**src/rtl/flm_pkg.sv**
```systemverilog
package flm_pkg;

    typedef enum logic {
        LINK_FAIL = 1'b0,
        LINK_UP   = 1'b1
    } link_state_e;

    // Per-clock rating of the idle waveform, produced by the edge timer.
    typedef struct packed {
        logic valid;    // rated edge, interval inside the window
        logic invalid;  // rated edge, interval outside the window
        logic timeout;  // silence limit reached with no edge
    } idle_evt_t;

endpackage

```
**src/rtl/flm_edge_timer.sv**
```systemverilog
module flm_edge_timer
    import flm_pkg::*;
#(
    parameter int GAP_MIN      = 30,
    parameter int GAP_MAX      = 50,
    parameter int SILENCE_CLKS = 200
) (
    input  logic      clk,
    input  logic      rst_n,
    input  logic      rx_line,
    input  logic      in_packet,
    output idle_evt_t evt
);

    localparam int GW = $clog2(SILENCE_CLKS + 1);
    localparam logic [GW-1:0] MIN_C = GW'(GAP_MIN);
    localparam logic [GW-1:0] MAX_C = GW'(GAP_MAX);
    localparam logic [GW-1:0] SIL_C = GW'(SILENCE_CLKS);
    localparam logic [GW-1:0] ONE_C = GW'(1);

    logic          rx_q;
    logic [GW-1:0] gap;
    logic          have_ref;
    logic          edge_seen;
    logic          rated;
    logic          in_window;

    always_comb begin
        edge_seen   = rx_line ^ rx_q;
        rated       = edge_seen && !in_packet && have_ref;
        in_window   = (gap >= MIN_C) && (gap <= MAX_C);
        evt.valid   = rated && in_window;
        evt.invalid = rated && !in_window;
        evt.timeout = !in_packet && !edge_seen && (gap == SIL_C);
    end

    always_ff @(posedge clk or negedge rst_n) begin
        if (!rst_n) begin
            rx_q     <= 1'b0;
            gap      <= '0;
            have_ref <= 1'b0;
        end else begin
            rx_q <= rx_line;
            if (in_packet) begin
                gap      <= '0;
                have_ref <= 1'b0;
            end else if (edge_seen) begin
                gap      <= ONE_C;
                have_ref <= 1'b1;
            end else if (gap != SIL_C) begin
                gap <= gap + ONE_C;
            end
        end
    end

    // the edge right after a packet sample is never rated
    a_r3_ref_after_packet: assert property (@(posedge clk) disable iff (!rst_n)
        in_packet |=> !(evt.valid || evt.invalid));

    // rating happens only on a sampled level change
    a_r2_rate_on_edge: assert property (@(posedge clk) disable iff (!rst_n)
        (evt.valid || evt.invalid) |-> (rx_line != $past(rx_line)));

endmodule

```
**src/rtl/flm_link_fsm.sv**
```systemverilog
module flm_link_fsm
    import flm_pkg::*;
#(
    parameter int PASS_RUN = 16,
    parameter int FAIL_RUN = 8
) (
    input  logic      clk,
    input  logic      rst_n,
    input  idle_evt_t evt,
    output logic      link_ok
);

    localparam int PW = $clog2(PASS_RUN + 1);
    localparam int FW = $clog2(FAIL_RUN + 1);
    localparam logic [PW-1:0] PASS_LAST = PW'(PASS_RUN - 1);
    localparam logic [FW-1:0] FAIL_LAST = FW'(FAIL_RUN - 1);

    link_state_e   state, state_n;
    logic [PW-1:0] good, good_n;
    logic [FW-1:0] bad, bad_n;

    // State register
    always_ff @(posedge clk or negedge rst_n) begin
        if (!rst_n) begin
            state <= LINK_FAIL;
            good  <= '0;
            bad   <= '0;
        end else begin
            state <= state_n;
            good  <= good_n;
            bad   <= bad_n;
        end
    end

    // Transitions
    always_comb begin
        state_n = state;
        good_n  = good;
        bad_n   = bad;
        unique case (state)
            LINK_FAIL: begin
                if (evt.valid) begin
                    if (good == PASS_LAST) begin
                        state_n = LINK_UP;   // recover
                        good_n  = '0;
                        bad_n   = '0;
                    end else begin
                        good_n = good + PW'(1);
                    end
                end else if (evt.invalid || evt.timeout) begin
                    good_n = '0;
                end
            end
            LINK_UP: begin
                if (evt.invalid) begin
                    if (bad == FAIL_LAST) begin
                        state_n = LINK_FAIL; // run_fail
                        good_n  = '0;
                        bad_n   = '0;
                    end else begin
                        bad_n = bad + FW'(1);
                    end
                end else if (evt.valid) begin
                    bad_n = '0;
                end else if (evt.timeout) begin
                    state_n = LINK_FAIL;     // silence_fail
                    good_n  = '0;
                    bad_n   = '0;
                end
            end
        endcase
    end

    // Outputs
    always_comb begin
        link_ok = (state == LINK_UP);
    end

    // link only comes up on a valid interval
    a_r4_rise_on_valid: assert property (@(posedge clk) disable iff (!rst_n)
        $rose(link_ok) |-> $past(evt.valid));

    // link only drops on an invalid interval or a silence timeout
    a_r5_fall_cause: assert property (@(posedge clk) disable iff (!rst_n)
        $fell(link_ok) |-> ($past(evt.invalid) || $past(evt.timeout)));

endmodule

```
**src/rtl/flm_carrier_stretch.sv**
```systemverilog
module flm_carrier_stretch #(
    parameter int SOI_CLKS = 16
) (
    input  logic clk,
    input  logic rst_n,
    input  logic in_packet,
    output logic carrier
);

    localparam int TW = $clog2(SOI_CLKS + 1);
    localparam logic [TW-1:0] TAIL_FULL = TW'(SOI_CLKS);

    logic [TW-1:0] tail;

    always_ff @(posedge clk or negedge rst_n) begin
        if (!rst_n) begin
            tail <= '0;
        end else if (in_packet) begin
            tail <= TAIL_FULL;
        end else if (tail != '0) begin
            tail <= tail - TW'(1);
        end
    end

    always_comb begin
        carrier = (tail != '0);
    end

    // carrier follows a frame on the next clock
    a_r8_carrier_on: assert property (@(posedge clk) disable iff (!rst_n)
        in_packet |=> carrier);

    // with no frame, carrier cannot restart by itself
    a_r8_carrier_stays_low: assert property (@(posedge clk) disable iff (!rst_n)
        (!carrier && !in_packet) |=> !carrier);

endmodule

```
**src/rtl/fiber_link_monitor.sv**
```systemverilog
module fiber_link_monitor
    import flm_pkg::*;
#(
    parameter int GAP_MIN      = 30,
    parameter int GAP_MAX      = 50,
    parameter int SILENCE_CLKS = 200,
    parameter int PASS_RUN     = 16,
    parameter int FAIL_RUN     = 8,
    parameter int SOI_CLKS     = 16
) (
    input  logic clk,
    input  logic rst_n,
    input  logic rx_line,
    input  logic in_packet,
    output logic link_ok,
    output logic carrier
);

    idle_evt_t evt;

    flm_edge_timer #(
        .GAP_MIN      (GAP_MIN),
        .GAP_MAX      (GAP_MAX),
        .SILENCE_CLKS (SILENCE_CLKS)
    ) u_timer (
        .clk       (clk),
        .rst_n     (rst_n),
        .rx_line   (rx_line),
        .in_packet (in_packet),
        .evt       (evt)
    );

    flm_link_fsm #(
        .PASS_RUN (PASS_RUN),
        .FAIL_RUN (FAIL_RUN)
    ) u_fsm (
        .clk     (clk),
        .rst_n   (rst_n),
        .evt     (evt),
        .link_ok (link_ok)
    );

    flm_carrier_stretch #(
        .SOI_CLKS (SOI_CLKS)
    ) u_crs (
        .clk       (clk),
        .rst_n     (rst_n),
        .in_packet (in_packet),
        .carrier   (carrier)
    );

    // link state is frozen across a frame
    a_r7_link_hold: assert property (@(posedge clk) disable iff (!rst_n)
        in_packet |=> (link_ok == $past(link_ok)));

endmodule

```
**config.mk**
```make
export PLATFORM = sky130hd
export DESIGN_NAME = fiber_link_monitor
export DESIGN_NICKNAME = d
export VERILOG_FILES = /design/src/rtl/flm_pkg.sv /design/src/rtl/flm_edge_timer.sv /design/src/rtl/flm_link_fsm.sv /design/src/rtl/flm_carrier_stretch.sv /design/src/rtl/fiber_link_monitor.sv
export SDC_FILE = /design/constraint.sdc
export NUM_CORES = 1
export LEC_CHECK = 0
export BUFFER_PORTS_ARGS = -buffer_cell sky130_fd_sc_hd__buf_4
export CAP_MARGIN = 10
export CORE_MARGIN = 5
export CORE_UTILIZATION = 55
export CTS_BUF_LIST = sky130_fd_sc_hd__clkbuf_4 sky130_fd_sc_hd__clkbuf_8 sky130_fd_sc_hd__clkbuf_16
export CTS_CLUSTER_SIZE = 14
export DETAILED_ROUTE_END_ITERATION = 10
export PLACE_DENSITY = 0.82
export SLEW_MARGIN = 20
export SYNTH_ARGS = -nofsm -noshare
export SYNTH_HDL_FRONTEND = slang
export SYNTH_HIERARCHICAL = 1
export SYNTH_SLANG_ARGS = --single-unit
```
**constraint.sdc**
```tcl
create_clock -name clk -period 3.3 [get_ports clk]
set_input_delay 0.165 -clock clk [delete_from_list [all_inputs] [get_ports clk]]
set_output_delay 0.165 -clock clk [all_outputs]
set_load 0.05 [all_outputs]
```
**Yosys cells after proc, flatten, opt, wreduce, memory -nomap -nowiden**

Index checks and enable logic that the tools add are counted.

- Input port bits: 4
- Register bits: 25
- Output and inout port bits: 2

- Equal/unequal tests: 11
- Bitwise operators: 2
- Add/subtract/negate cells: 4
- Reduce and logical (&&, ||, !) cells: 17
- Order comparisons: 2
- Mux-type cells: 29

Operator list:

| operator | number |
|---|---|
| two-way mux 5 bit | 9 |
| two-way mux 4 bit | 6 |
| two-way mux 8 bit | 3 |
| one-hot mux 5 bit (2 select lines) | 1 |
| adder 8 x 1 -> 8 bit (second input constant) | 1 |
| equality test 8 bit (second input constant) | 1 |
| greater-or-equal comparator 8 x 5 -> 1 bit (second input constant) | 1 |
| <= comparator 8 x 6 -> 1 bit (second input constant) | 1 |
| two-way mux 1 bit | 8 |
| != test 8 bit (second input constant) | 1 |
| one-hot mux 4 bit (2 select lines) | 1 |
| logical AND 1 bit | 7 |
| != test 3 x 2 -> 1 bit (second input constant) | 2 |
| adder 5 x 1 -> 5 bit (second input constant) | 1 |
| equality test 5 x 4 -> 1 bit (second input constant) | 1 |
| nonzero test 5 bit | 1 |
| subtractor 5 x 1 -> 5 bit (second input constant) | 1 |
| adder 4 x 1 -> 4 bit (second input constant) | 1 |
| equality test 4 x 3 -> 1 bit (second input constant) | 1 |
| != test 4 x 2 -> 1 bit (second input constant) | 1 |
| AND reduction 4 bit | 1 |
| nonzero test 2 bit | 2 |
| logical NOT 1 bit | 3 |
| != test 3 x 1 -> 1 bit (second input constant) | 1 |
| other kinds (9) | 9 |

**Depth between registers and ports, before layout**

Gate-level depths: netlist (run 1).

- Depth after elaboration: 8
- Depth in mapped cells: 8
- Gate-level depth less buffers: 8

**Modules after synthesis**

The synthesis (run 1) kept the hierarchy.

Modules (own cells, without submodules):

| module | instances | cells an instance | area each (um^2) |
|---|---|---|---|
| flm_edge_timer | 1 | 64 | 600.6 |
| flm_link_fsm | 1 | 51 | 535.5 |
| flm_carrier_stretch | 1 | 25 | 261.5 |

**Worst setup path after synthesis (run 1)**

OpenSTA, ideal clock, no wires.

- Path kind: register to register
- From: register u_timer.gap[0]
- To: register u_fsm.bad[3]
- Data required time: 3.176 ns
- Setup time: 0.124 ns
- Cell stages (with the launch flop): 9
- Buffers on the path: 0
- Clock period less this slack: 2.004 ns
- Path slack: 1.296 ns
- Arrival: 1.880 ns
- Cell sequence: dfrtp_1 -> inv_1 -> ha_1 -> o2111a_1 -> o221ai_1 -> nor2b_1 -> o21a_1 -> o22ai_2 -> a211o_1

RTL lines:

| item | RTL line | text |
|---|---|---|
| from (decl) | flm_edge_timer.sv:22 | `logic [GW-1:0] gap;` |
| from (signal assigned) | flm_edge_timer.sv:51 | `gap <= gap + ONE_C;` |
| to (signal assigned) | flm_link_fsm.sv:31 | `bad <= bad_n;` |
| to (decl) | flm_link_fsm.sv:20 | `logic [FW-1:0] bad, bad_n;` |

==> run_results.csv, run 1 <==
group,metric,value,unit
logic_synthesis,synth_sequential_area_ratio,44.76,%
logic_synthesis,yosys_warnings,6,
routing,routed_via_density,6.062,
die,dieWidth,60.41,um
logic_synthesis,ys_seq_elements,25,
cells_and_area,mostFrequentLayoutCell,"sky130_fd_sc_hd__dfrtp_1",
global_route,antenna_found_initial,0,
worst_setup_path,worst-endpoint-arrival,2.46,ns
logic_synthesis,synthDominantCellAreaShare,44.76,%
power,powerDensity,448.4,mW/mm^2
logic_synthesis,syn-num-nets,150,
clocking,worstSkewPairLatency,0.31,ns
sta,totalNegativeSetupSlack,0,ns
routing,drt_first_pass_iters,4,
clocking,max-clock-path-buffers,2,
die,chipHeight,60.41,um
logic_synthesis,synth.distinct_cells,45,
hold_path,holdPathStages,2,
worst_setup_path,reg2reg_from,"u_timer/gap[0]",
worst_setup_path,worst_setup_path_start_kind,"flip-flop",
place,place_congestion,0.8098,
worst_setup_path,path_class,"reg -> reg",
worst_setup_path,ff2ff_setup_slack,1.06,ns
global_route,grt_max_degree,26,
worst_setup_path,worstPathCellList,"inv_1, ha_1, o2111a_1, o221ai_1, nor2b_1, o21a_1, o22ai_2, a211o_1",
clocking,cts.repair_timing.setup_buffer_count,0,
worst_setup_path,category_of_the_worst_setup_path_capture_point,"flip-flop",
hold_path,hold_path_class,"in -> reg",
logic_synthesis,mapped_cells,140,
routing,drt_drc_violations_left,0,
sta,finalClockSkew,0.009221,ns
worst_setup_path,timing.critical_path.required,3.52,ns
cells_and_area,final_net_count,158,
die,design.core.area,0.002455,mm^2
status,run_status,"complete, no violations",
sta,tightest_slew,0.3791,ns
routing,dr.first_iter.drc_count,49,
worst_setup_path,worst-path-max-fanout,6,
cells_and_area,drive_gt1_share,12.24,%
worst_setup_path,timing.rr.end,"u_fsm/bad[3]",
logic_synthesis,synth_enable_flop_cells,0,
place,dpl_worst_slack,1.086,ns
sta,min_period,2.242,ns
die,floorplan.initialDensity,56.93,%
logic_synthesis,yosys.area.top_type,"sky130_fd_sc_hd__dfrtp_1",
logic_synthesis,synth_area_leaders,"sky130_fd_sc_hd__dfrtp_1, sky130_fd_sc_hd__ha_1, sky130_fd_sc_hd__a21oi_1",
clocking,cts.htree.levels,1,
logic_synthesis,syn-cell-area,0.001398,mm^2
hold_path,timing.hold.worst_endpoint,"u_crs/tail[1]",
worst_setup_path,cpLargestDelayFamily,"compound AO/OA/AOI/OAI gates",
power,ir_worst_vdd,0.3001,mV
cells_and_area,finalInstanceArea,0.001486,mm^2
clocking,clock-sinks,25,
logic_synthesis,syn_area_per_cell,9.983,um^2
sta,fmax_achieved,446.0,MHz
power,power_leakage,0.6720,nW
worst_setup_path,worstRegToRegCells,8,
sta,report.final.hold_viol_count,0,
routing,detail-route-antenna-nets,0,
cells_and_area,final_cell_mix,"sky130_fd_sc_hd__dfrtp_1, sky130_fd_sc_hd__nor2_1, sky130_fd_sc_hd__nand2_1, sky130_fd_sc_hd__a21oi_1, sky130_fd_sc_hd__inv_1",
job,maxcap_violations,0,
sta,grt_setup_unrepaired,"false",
global_route,grt_overflow_total,0,
sta,holdWs,0.06433,ns
routing,dr_total_vias,1073,
hold_path,worstHoldStart,"in_packet",
global_route,via_count_of_the_first_global_routing_pass,1028,
cells_and_area,area.growth.synth_to_final,6.357,%
logic_synthesis,async_reset_ff_share,100.0,%
clocking,cell_at_the_root_of_the_clock_tree,"sky130_fd_sc_hd__clkbuf_4",
die,num_rows,18,
routing,routed_wl,2.510,mm
clocking,cts_buffers,3,
worst_setup_path,critical-path-slowest-cell,"sky130_fd_sc_hd__dfrtp_1",
place,dp_hpwl,1.825,mm
worst_setup_path,cp_num_buf_inv,1,
sta,slew-limit-headroom,74.64,%
global_route,grt_pass1_wl,4.422,mm
clocking,cts.reportedPaths.clkPinSlew,0.14,ns
place,place_area,0.001439,mm^2
sta,finalSetupViolations,0,
global_route,groute.usage.overall,15.93,%
sta,maxSlewViolCount,0,
cells_and_area,antenna_cells_inserted,0,
die,fp.dieArea,0.003649,mm^2
clocking,cts_tree,"done",
sta,fin_ws,1.058,ns
routing,post_drt_wl_per_cell,14.18,um
die,io-pin-count,6,
worst_setup_path,critPathMaxStageDelay,0.45,ns
sta,timing.final.crit_share,67.95,%
logic_synthesis,synth_top_flop_cell,"sky130_fd_sc_hd__dfrtp_1",
place,io_buffer_count,5,
metrics by stage:
stage                     utilization, %  total power, mW  cells
after detailed placement           58.61           0.5392    171
final                              60.55           0.6665    177
after CTS                          60.55           0.6753    177
after floorplan                        -           0.5040    140
after global placement             58.61           0.5257    171
after global routing               60.55           0.7148    177
worst reg2reg max path, stage by stage (launching register included):
cell	delay, ns
sky130_fd_sc_hd__dfrtp_1	0.45
sky130_fd_sc_hd__inv_1	0.11
sky130_fd_sc_hd__ha_1	0.20
sky130_fd_sc_hd__o2111a_1	0.23
sky130_fd_sc_hd__o221ai_1	0.23
sky130_fd_sc_hd__nor2b_1	0.33
sky130_fd_sc_hd__o21a_1	0.19
sky130_fd_sc_hd__o22ai_2	0.11
sky130_fd_sc_hd__a211o_1	0.31
layer usage:
| layer | wire [um] | track usage, % |
|---|---|---|
| met1 | 1171 | 19.97 |
| met2 | 1227 | 27.16 |
| met3 | 86 | 2.766 |
| met4 | 25 | 6.811 |
| met5 | 0 | 0 |
how the worst max path moves through the flow:
stage / endpoint / slack, ns / start / depth (start not counted)
after floorplan: u_fsm/bad[3] / 1.30 / u_timer/gap[0] / 8
after CTS: u_fsm/bad[3] / 1.06 / u_timer/gap[0] / 8
after detailed placement: u_fsm/bad[3] / 1.09 / u_timer/gap[0] / 8
after global routing: u_fsm/bad[3] / 0.79 / u_timer/gap[0] / 8
final: u_fsm/bad[3] / 1.06 / u_timer/gap[0] / 8
after global placement: u_fsm/bad[3] / 1.15 / u_timer/gap[0] / 8
flip-flops by register name, summed over array words and instances, names as in the netlist:
signal	cells
u_fsm/bad	4
u_timer/have_ref	1
u_timer/gap	8
u_timer/rx_q	1
u_fsm/link_ok	1
u_fsm/good	5
u_crs/tail	5
report_power, final:
group,internal (mW),switching (mW)
Sequential,0.338,0.0308
Combinational,0.0765,0.0887
Clock,0.0452,0.0872
Total,0.460,0.207
kinds of logic after synthesis:
kind of cell / count (synthesis) / share of synthesized area (%)
XOR/XNOR: 5 / 3.133
adder cells (fa/ha/maj): 6 / 5.371
flip-flops: 25 / 44.76
AO/OA/AOI/OAI: 35 / 18.00
buffers and inverters: 12 / 4.566
multiplexers: 1 / 0.7162
AND/OR/NAND/NOR: 56 / 23.46
cells in the mapped netlist (3+ instances only):
| master | number |
|---|---|
| sky130_fd_sc_hd__nand3b_1 | 3 |
| sky130_fd_sc_hd__o21ai_0 | 6 |
| sky130_fd_sc_hd__nand2b_1 | 3 |
| sky130_fd_sc_hd__nand3_1 | 6 |
| sky130_fd_sc_hd__inv_1 | 8 |
| sky130_fd_sc_hd__nor2b_1 | 3 |
| sky130_fd_sc_hd__buf_4 | 3 |
| sky130_fd_sc_hd__xor2_1 | 4 |
| sky130_fd_sc_hd__nor2_1 | 10 |
| sky130_fd_sc_hd__a21oi_1 | 10 |
| sky130_fd_sc_hd__dfrtp_1 | 25 |
| sky130_fd_sc_hd__ha_1 | 6 |
| sky130_fd_sc_hd__nand2_1 | 10 |
timing repair:
action / in CTS / in global routing
resized for setup: 0 / 0
hold buffers: 2 / 0
endpoints found under the hold margin: 26 / 0
cell type report:
type                            instances  area (um^2)
Timing Repair Buffer                    7        57.56
Fill cell                             212        968.4
Sequential cell                        25        625.6
Clock inverter                          1        5.005
Clock buffer                            3        22.52
Multi-Input combinational cell        103        708.2
Tap cell                               30        37.54
Inverter                                8        30.03
Power figures use the tool's default switching activity.
==> run 2, diff against run 1 <==
CORE_UTILIZATION = 54   (was 55)
PLACE_DENSITY = 0.84   (was 0.82)
clock period = 2 ns   (was 3.3 ns; I/O delays follow)
==> run 2 against run 1 <==
  * Sequential power up 65%
  * Largest power group unchanged
  * Clock power up 69%
  * Critical path type unchanged
  * Total power up 73%
  * Register-to-register slack worse by 1.2 ns
  * Worst hold slack better by 0.14 ns
  * Utilization up 7.9 points
  * Final cell count up 6.8%
  * Highest routed layer unchanged
  * Global-route usage up 0.59 points
  * Critical endpoint is now u_fsm/good[0]
  * Clock skew down 0.0042 ns
  * The flow now finishes with violations (negative setup slack)
==> run_results.csv, run 2 (synthesized netlist as in run 1, its figures left out) <==
group,metric,value,unit
status,run_status,"finished, violations left",
status,failing_checks,"negative setup slack",
cells_and_area,final_net_count,170,
clocking,cts_tree,"done",
routing,drt_first_pass_iters,4,
worst_setup_path,timing.critical_path.required,2.19,ns
power,power_leakage,0.7605,nW
clocking,cts.reportedPaths.clkPinSlew,0.14,ns
worst_setup_path,timing.rr.end,"u_fsm/good[0]",
worst_setup_path,critical-path-slowest-cell,"sky130_fd_sc_hd__dfrtp_1",
sta,tightest_slew,0.3713,ns
die,floorplan.initialDensity,56.41,%
place,dp_hpwl,1.978,mm
global_route,grt_max_degree,26,
routing,detail-route-antenna-nets,0,
cells_and_area,largest_registers,"u_timer/gap (8), u_crs/tail (5), u_fsm/good (5)",
worst_setup_path,cp_num_buf_inv,1,
sta,grt_setup_unrepaired,"true",
routing,drt_drc_violations_left,0,
cells_and_area,final_cell_mix,"sky130_fd_sc_hd__dfrtp_1, sky130_fd_sc_hd__buf_4, sky130_fd_sc_hd__a21oi_1",
place,place_congestion,0.8506,
worst_setup_path,worst_setup_path_start_kind,"flip-flop",
clocking,cell_at_the_root_of_the_clock_tree,"sky130_fd_sc_hd__clkbuf_4",
cells_and_area,area.growth.synth_to_final,21.40,%
worst_setup_path,worst-path-max-fanout,5,
routing,routed_via_density,6.370,
power,ir_worst_vdd,0.4936,mV
clocking,cts.htree.levels,1,
worst_setup_path,path_class,"reg -> reg",
worst_setup_path,worstPathCellList,"ha_2, o2111a_1, o221ai_2, buf_4, nor2_4, nand2b_4, a32oi_4, mux2i_1",
place,place_area,0.001494,mm^2
clocking,max-clock-path-buffers,2,
die,num_rows,18,
cells_and_area,finish.utilization,68.48,%
sta,slew-limit-headroom,74.99,%
hold_path,hold_path_class,"in -> async",
routing,dr.first_iter.drc_count,52,
power,powerDensity,677.7,mW/mm^2
routing,routed_wl,3.187,mm
routing,post_drt_wl_per_cell,16.86,um
worst_setup_path,worst-endpoint-arrival,2.30,ns
cells_and_area,largest_reg_flops,8,
place,dpl_worst_slack,-0.06187,ns
global_route,grt_overflow_total,0,
clocking,cts_buffers,3,
worst_setup_path,worstRegToRegCells,8,
die,fp.dieArea,0.003706,mm^2
sta,min_period,2.107,ns
worst_setup_path,cpLargestDelayFamily,"compound AO/OA/AOI/OAI gates",
sta,report.final.hold_viol_count,0,
cells_and_area,antenna_cells_inserted,0,
global_route,groute.usage.overall,16.52,%
worst_setup_path,category_of_the_worst_setup_path_capture_point,"flip-flop",
power,power,1.150,mW
cells_and_area,final_cells,189,
worst_setup_path,crit_cells,8,
global_route,antenna_found_initial,0,
sta,maxSlewViolCount,0,
sta,finalSetupViolations,6,
cells_and_area,num-fill-cells,169,
place,io_buffer_count,5,
routing,dr_total_vias,1204,
die,chipHeight,60.88,um
clocking,clock-sinks,25,
sta,finalClockSkew,0.005055,ns
cells_and_area,top_register,"u_timer/gap",
worst_setup_path,reg2reg_from,"u_timer/gap[1]",
die,io-pin-count,6,
global_route,via_count_of_the_first_global_routing_pass,1113,
die,dieWidth,60.88,um
worst_setup_path,critPathMaxStageDelay,0.46,ns
sta,totalNegativeSetupSlack,-0.3552,ns
worst_setup_path,critical_path.startpoint,"u_timer/gap[1]",
cells_and_area,mostFrequentLayoutCell,"sky130_fd_sc_hd__dfrtp_1",
sta,holdWs,0.2018,ns
clocking,worstSkewPairLatency,0.31,ns
cells_and_area,finalInstanceArea,0.001697,mm^2
cells_and_area,drive_gt1_share,28.93,%
place,place_inst,178,
job,maxcap_violations,0,
worst_setup_path,ff2ff_setup_slack,-0.11,ns
sta,fin_ws,-0.1070,ns
global_route,grt_pass1_wl,4.602,mm
die,design.core.area,0.002477,mm^2
sta,fmax_achieved,474.6,MHz
sta,timing.final.crit_share,105.3,%
[run 2: repair_timing]
| action | 4_1_cts | 5_1_grt |
|---|---|---|
| setup buffers | 0 | 4 |
| hold endpoints to repair | 31 | 0 |
| pin swaps | 1 | 9 |
| cloned | 0 | 0 |
| hold buffers | 3 | 0 |
| setup endpoints to repair | 6 | 9 |
| resized for setup | 3 | 24 |
[run 2: worst max path at each step]
stage | endpoint | slack (ns)
global route | u_fsm/good[0] | -0.15
CTS | u_fsm/bad[3] | 0.002
floorplan | u_fsm/bad[3] | 0.04
detailed placement | u_fsm/good[3] | -0.06
global placement | u_fsm/good[4] | 0.04
finish | u_fsm/good[0] | -0.11
[run 2: area by class of cell]
| class | instances | area, um^2 | share of cell area (%) |
|---|---|---|---|
| Tap cell | 30 | 37.54 | 2.212 |
| Clock buffer | 3 | 22.52 | 1.327 |
| Timing Repair Buffer | 19 | 153.9 | 9.071 |
| Multi-Input combinational cell | 103 | 822.0 | 48.45 |
| Sequential cell | 25 | 625.6 | 36.87 |
| Inverter | 8 | 30.03 | 1.770 |
| Clock inverter | 1 | 5.005 | 0.2950 |
[run 2: where the power goes]
group / switching [mW] / total [mW] / leakage, nW / internal [mW]
Clock: 0.148 / 0.223 / 0.0177 / 0.0747
Sequential: 0.0503 / 0.608 / 0.335 / 0.558
Combinational: 0.169 / 0.319 / 0.408 / 0.150
[run 2: per-layer routing]
metal / vias up / global-route usage (%) / routed length (um)
met3: 17 / 2.340 / 154
met2: 47 / 29.31 / 1681
met5: - / 0 / 0
li1: 544 / - / -
met1: 596 / 18.23 / 1225
met4: 0 / 10.84 / 125
==> run 3, diff against run 2 <==
CELL_PAD_IN_SITES_DETAIL_PLACEMENT = 1   (was default)
CELL_PAD_IN_SITES_GLOBAL_PLACEMENT = 1   (was default)
CORE_UTILIZATION = 43   (was 54)
TNS_END_PERCENT = 50   (was default)
==> run 3 against run 2 <==
  * The flow still finishes with violations (negative setup slack)
  * Total power is 3.1% higher
  * Critical path type unchanged
  * Design area is 0.81% higher
  * Sequential share of layout area is 0.30 points lower
  * Final cell count is 7.9% higher
  * Combinational power is 5% higher
  * Clock skew is 0.013 ns higher
  * Critical path depth is 1 lower
  * First-iteration DRC count is 42% lower
  * Non-clock buffer count is 1 higher
  * Critical endpoint is now u_fsm/bad[3]
  * Die area is 21% higher
==> run_results.csv, run 3 (synthesized netlist as in run 1, its figures left out) <==
group,metric,value,unit
hold_path,hold_path_class,"in -> async",
die,design.core.area,0.003078,mm^2
global_route,groute.usage.overall,17.62,%
worst_setup_path,worst-path-max-fanout,4,
cells_and_area,largest_registers,"u_timer/gap (8), u_crs/tail (5), u_fsm/good (5)",
sta,finalSetupViolations,2,
clocking,cell_at_the_root_of_the_clock_tree,"sky130_fd_sc_hd__clkbuf_4",
place,dp_hpwl,2.393,mm
routing,drt_first_pass_iters,4,
worst_setup_path,worst-endpoint-arrival,2.26,ns
cells_and_area,area.growth.synth_to_final,22.38,%
routing,detail-route-antenna-nets,0,
clocking,cts.reportedPaths.clkPinSlew,0.16,ns
die,fp.dieArea,0.004490,mm^2
die,io-pin-count,6,
worst_setup_path,category_of_the_worst_setup_path_capture_point,"flip-flop",
routing,dr.first_iter.drc_count,30,
place,place_inst,196,
sta,maxSlewViolCount,0,
routing,drt_drc_violations_left,0,
sta,finalClockSkew,0.01854,ns
worst_setup_path,critPathMaxStageDelay,0.46,ns
worst_setup_path,critical-path-slowest-cell,"sky130_fd_sc_hd__dfrtp_1",
clocking,cts_tree,"done",
worst_setup_path,worstPathCellList,"ha_2, o2111a_1, o221ai_2, nor2b_4, o21a_1, o22ai_2, a211o_1",
die,num_rows,20,
sta,slew-limit-headroom,75.36,%
cells_and_area,final_net_count,171,
sta,fin_ws,-0.03473,ns
clocking,clock-sinks,25,
cells_and_area,largest_reg_flops,8,
worst_setup_path,timing.critical_path.required,2.23,ns
die,dieWidth,67.01,um
cells_and_area,top_register,"u_timer/gap",
sta,fmax_achieved,491.5,MHz
worst_setup_path,path_class,"reg -> reg",
clocking,cts.htree.levels,1,
sta,timing.final.crit_share,101.7,%
worst_setup_path,worst_setup_path_start_kind,"flip-flop",
sta,tightest_slew,0.3658,ns
routing,routed_via_density,5.613,
clocking,worstSkewPairLatency,0.34,ns
cells_and_area,final_cell_mix,"sky130_fd_sc_hd__dfrtp_1, sky130_fd_sc_hd__buf_4, sky130_fd_sc_hd__a21oi_1",
job,maxcap_violations,0,
place,place_congestion,0.8264,
sta,min_period,2.035,ns
clocking,cts_buffers,3,
sta,grt_setup_unrepaired,"true",
global_route,grt_max_degree,26,
global_route,antenna_found_initial,0,
cells_and_area,final_cells,204,
global_route,grt_overflow_total,0,
die,chipHeight,67.01,um
power,powerDensity,693.2,mW/mm^2
die,floorplan.initialDensity,45.41,%
cells_and_area,drive_gt1_share,27.50,%
global_route,grt_pass1_wl,6.023,mm
power,power,1.186,mW
status,failing_checks,"negative setup slack",
routing,routed_wl,3.420,mm
cells_and_area,mostFrequentLayoutCell,"sky130_fd_sc_hd__dfrtp_1",
status,run_status,"finished, violations left",
power,ir_worst_vdd,0.3632,mV
cells_and_area,antenna_cells_inserted,0,
sta,report.final.hold_viol_count,0,
clocking,max-clock-path-buffers,2,
power,power_leakage,0.7803,nW
routing,post_drt_wl_per_cell,16.76,um
global_route,via_count_of_the_first_global_routing_pass,1287,
place,io_buffer_count,5,
routing,dr_total_vias,1145,
run 3: cell type report:
class,count,area (um^2)
Tap cell,44,55.05
Fill cell,356,1368
Multi-Input combinational cell,103,808.3
Sequential cell,25,625.6
Clock inverter,1,7.507
Clock buffer,3,22.52
Inverter,8,30.03
Timing Repair Buffer,20,161.4
run 3: path summary, 6_finish.rpt:
check | from | end | slack (ns) | depth (start not counted)
max in group asynchronous | rst_n | u_timer/gap[6] | 1.55 | 2
setup / recovery | u_timer/gap[1] | u_fsm/bad[3] | -0.03 | 7
hold reg to reg | u_crs/tail[4] | u_crs/tail[4] | 0.54 | 1
min in group clk | rx_line | u_timer/rx_q | 0.41 | 2
setup reg to reg | u_timer/gap[1] | u_fsm/bad[3] | -0.03 | 7
hold / removal | rst_n | u_fsm/good[1] | 0.18 | 2
run 3: layer usage:
metal,global-route usage [%],vias up,share of wire (%)
li1,-,544,-
met2,32.64,11,55
met1,19.75,582,41
met3,3.035,8,1.8
met5,0,-,0
met4,6.582,0,2.0
run 3: report_power, final:
| part | internal [mW] | switching, mW |
|---|---|---|
| sequential | 0.558 | 0.0467 |
| combinational | 0.163 | 0.174 |
| clock | 0.0767 | 0.168 |
| total | 0.797 | 0.388 |
run 3: critical path: cells and delay by family, from the launching register on:
| kind | cells | cell delay, ns |
|---|---|---|
| AO/OA/AOI/OAI | 5 | 1.06 |
| flip-flops | 1 | 0.46 |
| AND/OR/NAND/NOR | 1 | 0.21 |
| adder cells (fa/ha/maj) | 1 | 0.19 |
run 3: repair_timing:
action | in CTS | in global routing
hold buffers | 3 | 0
setup endpoints to repair | 9 | 10
buffers inserted | 1 | 0
gates resized for setup | 12 | 10
endpoints found under the hold margin | 32 | 0
pin swaps | 4 | 6
run 3: stage by stage:
step | hold WS, ns | setup TNS (ns) | setup slack, ns | utilization [%] | area, um^2
after floorplan | -0.1956 | 0 | 0.04055 | - | 1400
after global placement | 0.02031 | 0 | 0.008712 | 50.08 | 1541
after detailed placement | 0.02524 | -0.4713 | -0.09941 | 50.08 | 1541
after CTS | 0.1890 | 0 | 0.01480 | 53.98 | 1662
after global routing | 0.1934 | -0.7799 | -0.1298 | 55.57 | 1710
final | 0.1808 | -0.03937 | -0.03473 | 55.57 | 1710
